[src/rtl/bert_pkg.sv]
package bert_pkg;
  localparam int PRBS_LEN = 7;

  typedef enum logic [1:0] {
    LM_OFF  = 2'd0,
    LM_MAIN = 2'd1,
    LM_SUB  = 2'd2
  } link_mode_e;

  function automatic link_mode_e decode_mode(input logic [1:0] req);
    case (req)
      2'b01:   return LM_MAIN;
      2'b10:   return LM_SUB;
      default: return LM_OFF;
    endcase
  endfunction
endpackage

[src/rtl/bert_sync.sv]
module bert_sync
  import bert_pkg::*;
#(
  parameter int W          = 8,
  parameter int LOCK_WORDS = 4
) (
  input  logic         clk,
  input  logic         rst,
  input  logic         clear,
  input  logic         valid,
  input  logic [W-1:0] data,
  output logic         mism_o,
  output logic [W-1:0] diff_o,
  output logic         locked_o
);
  localparam int CW = $clog2(LOCK_WORDS + 1);

  logic [PRBS_LEN-1:0] hist_q, hist_gen, hist_seed;
  logic [W-1:0]        expect_w, diff;
  logic [CW-1:0]       run_q;
  logic                seeded_q, locked_q;

  // hist[0] is the most recent bit, hist[6] the oldest
  always_comb begin
    logic [PRBS_LEN-1:0] h;
    logic                b;
    h = hist_q;
    for (int i = 0; i < W; i++) begin
      b           = h[5] ^ h[6];
      expect_w[i] = b;
      h           = {h[PRBS_LEN-2:0], b};
    end
    hist_gen = h;
    for (int j = 0; j < PRBS_LEN; j++) hist_seed[j] = data[W-1-j];
  end

  assign diff     = expect_w ^ data;
  assign mism_o   = valid && !clear && seeded_q && locked_q && (diff != '0);
  assign diff_o   = mism_o ? diff : '0;
  assign locked_o = locked_q;

  always_ff @(posedge clk) begin
    if (rst || clear) begin
      hist_q   <= '0;
      seeded_q <= 1'b0;
      run_q    <= '0;
      locked_q <= 1'b0;
    end else if (valid) begin
      if (!seeded_q) begin
        hist_q   <= hist_seed;
        seeded_q <= 1'b1;
        run_q    <= '0;
      end else if (locked_q) begin
        hist_q <= hist_gen;
      end else if (diff == '0) begin
        hist_q <= hist_gen;
        run_q  <= run_q + 1'b1;
        if (run_q == CW'(LOCK_WORDS - 1)) locked_q <= 1'b1;
      end else begin
        hist_q <= hist_seed;
        run_q  <= '0;
      end
    end
  end

  // lock holds while no restart is requested
  a_r4_lock_hold: assert property (@(posedge clk) disable iff (rst)
    (locked_q && !clear) |=> locked_q);
  // no mismatch is reported while unlocked
  a_r3_quiet_unlocked: assert property (@(posedge clk) disable iff (rst)
    !locked_o |-> !mism_o);
endmodule

[config.mk]
export PLATFORM = sky130hd
export DESIGN_NAME = bert_sync
export DESIGN_NICKNAME = d
export VERILOG_FILES = /design/src/rtl/bert_pkg.sv /design/src/rtl/bert_sync.sv
export SDC_FILE = /design/constraint.sdc
export NUM_CORES = 1
export LEC_CHECK = 0
export BUFFER_PORTS_ARGS = -buffer_cell sky130_fd_sc_hd__clkbuf_2
export CAP_MARGIN = 20
export CELL_PAD_IN_SITES_DETAIL_PLACEMENT = 0
export CELL_PAD_IN_SITES_GLOBAL_PLACEMENT = 1
export CORE_MARGIN = 2
export CORE_UTILIZATION = 38
export CTS_CLUSTER_DIAMETER = 120
export DETAILED_ROUTE_END_ITERATION = 10
export GPL_ROUTABILITY_DRIVEN = 0
export PLACE_DENSITY_LB_ADDON = 0.1
export REMOVE_ABC_BUFFERS = 1
export SLEW_MARGIN = 20
export SYNTH_ARGS = -nofsm -noshare
export SYNTH_HDL_FRONTEND = slang
export SYNTH_SLANG_ARGS = --single-unit
[constraint.sdc]
create_clock -name clk -period 2.8 [get_ports clk]
set_clock_uncertainty 0.05 [all_clocks]
set_input_delay 0.14 -clock clk [delete_from_list [all_inputs] [get_ports clk]]
set_output_delay 0.14 -clock clk [all_outputs]
set_load 0.005 [all_outputs]
==> impl_metrics.env <==
export IMPL_powerDensity_nw_per_um2=333
export IMPL_ys_seq_area_share_pct=24.8
export IMPL_cts_setup_buffers=0
export IMPL_yosysUniqueCellTypes=34
export IMPL_wl_per_cell_um=13.2
export IMPL_fmax_ghz=0.373
export IMPL_grt_start_max_net_pins=18
export IMPL_leakage_uw=0.000521
export IMPL_area_growth_pct=14.1
export IMPL_synth_top_family_by_area="simple AND/OR/NAND/NOR gates"
export IMPL_synth_top_area_cell="dfxtp_1"
export IMPL_drive_gt1_share_pct=33.1
export IMPL_wl_um=2240
export IMPL_netlist_instances=120
export IMPL_synth_compound_area_share_pct=16.0
export IMPL_grt_use_total_pct=16.6
export IMPL_finalSetupTns_ns=0
export IMPL_maxCapViolations=0
export IMPL_antenna_cells=0
export IMPL_vias=896
export IMPL_dp_hpwl_um=1690
export IMPL_fin_crit_sh_pct=95.8
export IMPL_dp_cells=166
export IMPL_required_ns=2.61
export IMPL_insertion_delay_ns=0.27
export IMPL_pre_cts_ws_ns=0.375
export IMPL_cp_end_kind="primary output"
export IMPL_clk_pin_slew_ns=0.08
export IMPL_slew_headroom_pct=63.5
export IMPL_synth_most_common_cell="nor2_1"
export IMPL_nNetsFinal=155
export IMPL_drc=0
export IMPL_dieHeight_um=54.5
export IMPL_status="completed"
export IMPL_yosys_area_share_xor_xnor_pct=18.7
export IMPL_cts_resized=0
export IMPL_instances_no_fill=169
export IMPL_cpMaxStageDelayCell="or4b_4"
export IMPL_stdcell_area_um2=1100
export IMPL_worst_slew_pin_slew_ns=0.542
export IMPL_synth_edff_count=0
export IMPL_path_class="reg2out"
export IMPL_via_per_inst=5.30
export IMPL_min_period_ns=2.68
export IMPL_synth_top_area_share_pct=24.8
export IMPL_hold_viol_final=0
export IMPL_arrival_ns=2.49
export IMPL_yosys_top_cells_area="dfxtp_1 (25%), xnor2_1 (8.1%), xor2_1 (8.1%)"
export IMPL_crit_family="simple AND/OR/NAND/NOR gates"
export IMPL_drt_first_pass_iters=2
export IMPL_clockRootBuffer="clkbuf_4"
export IMPL_cts_tree="done"
export IMPL_async_flop_share_pct=0
export IMPL_cts_htree_levels=1
export IMPL_numCtsBuffers=3
export IMPL_io_pins=22
export IMPL_setup_viol=0
export IMPL_num_rows=18
export IMPL_yosys_area_share_simple_pct=28.4
export IMPL_start_util_pct=39.4
export IMPL_startpoint_type="flip-flop"
export IMPL_synth_mux_area_fraction_pct=3.23
export IMPL_rsz0062_at_grt="false"
export IMPL_synth_common_cells="nor2_1 (16), dfxtp_1 (12), nand2_1 (9), xnor2_1 (9), xor2_1 (9)"
export IMPL_grt_pass1_wl_um=3480
export IMPL_numPortBuffers=21
export IMPL_ir_drop_v=0.000254
export IMPL_clock_sinks=12
export IMPL_path_max_fanout=9
export IMPL_final_antenna_net_count=0
export IMPL_drtIter0Drc=5
export IMPL_crit_buf_inv=1
export IMPL_die_x_um=54.5
export IMPL_max_stage_delay_ns=0.63
export IMPL_synth_area_per_cell_um2=8.07
export IMPL_grt_overflow=0
export IMPL_crit_chain="xor3_1, and3_4, o211ai_2, nor2_2, or4b_4, nor2_1, clkbuf_2"
export IMPL_dieArea_um2=2970
export IMPL_setup_slack_ns=0.119
export IMPL_n_fill_cell=273
export IMPL_netlist_area_um2=968
export IMPL_clockBufferDepth=2
export IMPL_grt_antenna_before_repair=0
export IMPL_holdBufCountCts=0
export IMPL_grt_pass1_vias=777
export IMPL_synthAdderAreaFrac_pct=2.58
export IMPL_placed_area_um2=1080
export IMPL_yosysWarningCount=0
export IMPL_hp_class="in2reg"
export IMPL_synth_ff_latch_count=12
export IMPL_synth_ff_type="dfxtp_1"
export IMPL_finalPower_uw=367
export IMPL_drv_slew=0
export IMPL_core_um2=2450
==> worst paths after layout <==
path	from	endpoint	slack (ns)	depth (start not counted)
setup / recovery	hist_q[0]	diff_o[3]	0.12	7
hold reg to reg	run_q[2]	run_q[2]	0.42	2
setup reg to reg	hist_q[0]	run_q[0]	0.52	6
hold / removal	rst	seeded_q	0.15	3
==> stage by stage <==
step / util (%) / hold WS, ns
finish: 45.0 / 0.148
global route: 45.0 / 0.144
CTS: 45.0 / 0.148
detailed placement: 44.0 / 0.414
global placement: 44.0 / 0.396
floorplan: - / 0.181
==> power breakdown <==
group | total (uW) | switching, uW | internal, uW | leakage [uW]
Clock | 112 | 61.8 | 49.8 | 0.0000138
Combinational | 73.9 | 42.2 | 31.8 | 0.000409
Sequential | 182 | 7.02 | 175 | 0.0000980
==> worst reg2reg max path: cells and delay by family, from the launching register on <==
kind                      cells  cell delay [ns]
AOI/OAI and AO/OA             2             0.39
xor gates and xnor gates      1             0.39
DFF                           1             0.48
and+or+nand+nor               3             0.88
==> final cells by class <==
class | instances | area (um^2) | area share, %
multi-input combinational | 97 | 668 | 60.5
sequential | 12 | 241 | 21.9
timing repair buffer | 23 | 120 | 10.9
tap | 30 | 37.5 | 3.40
clock buffer | 3 | 22.5 | 2.04
inverter | 4 | 15.0 | 1.36
==> layout by cell type (no fill, tap or decap), drive strengths merged <==
| cell type | count |
|---|---|
| dfxtp | 12 |
| a311oi | 1 |
| buf | 2 |
| nor3 | 3 |
| nand3 | 8 |
| mux2i | 2 |
| nor2 | 20 |
| xor3 | 1 |
| xor2 | 9 |
| nand2 | 9 |
| a22oi | 1 |
| clkbuf | 24 |
| o21ai | 2 |
| a41oi | 1 |
| or4b | 1 |
| inv | 4 |
| a211o | 4 |
| and3 | 7 |
| nor4 | 1 |
| nand2b | 1 |
| a21oi | 5 |
| xnor2 | 9 |
| mux2 | 1 |
| o22ai | 1 |
| or2 | 4 |
| a31o | 2 |
| o211ai | 1 |
| o31ai | 1 |
| ha | 2 |
==> per-layer routing <==
| metal | vias to the layer above | share of wire, % | GRT usage [%] |
|---|---|---|---|
| met5 | - | 0 | 0 |
| met4 | 0 | 0 | 2.50 |
| met3 | 0 | 3.6 | 5.74 |
| met2 | 12 | 52 | 29.7 |
| met1 | 431 | 44 | 19.2 |
| li1 | 453 | - | - |
==> cell families after synthesis <==
| logic type | count (synthesis) |
|---|---|
| buffers and inverters | 11 |
| flip-flops | 12 |
| multiplexers | 3 |
| AO/OA/AOI/OAI | 19 |
| XOR/XNOR | 19 |
| adder cells (fa/ha/maj) | 2 |
| AND/OR/NAND/NOR | 54 |
==> sequential cells by signal, summed over array words and instances (netlist names) <==
signal and flops:
hist_q 7, run_q 3, locked_o 1, seeded_q 1
Note: power is estimated with default switching activity, not from simulation.
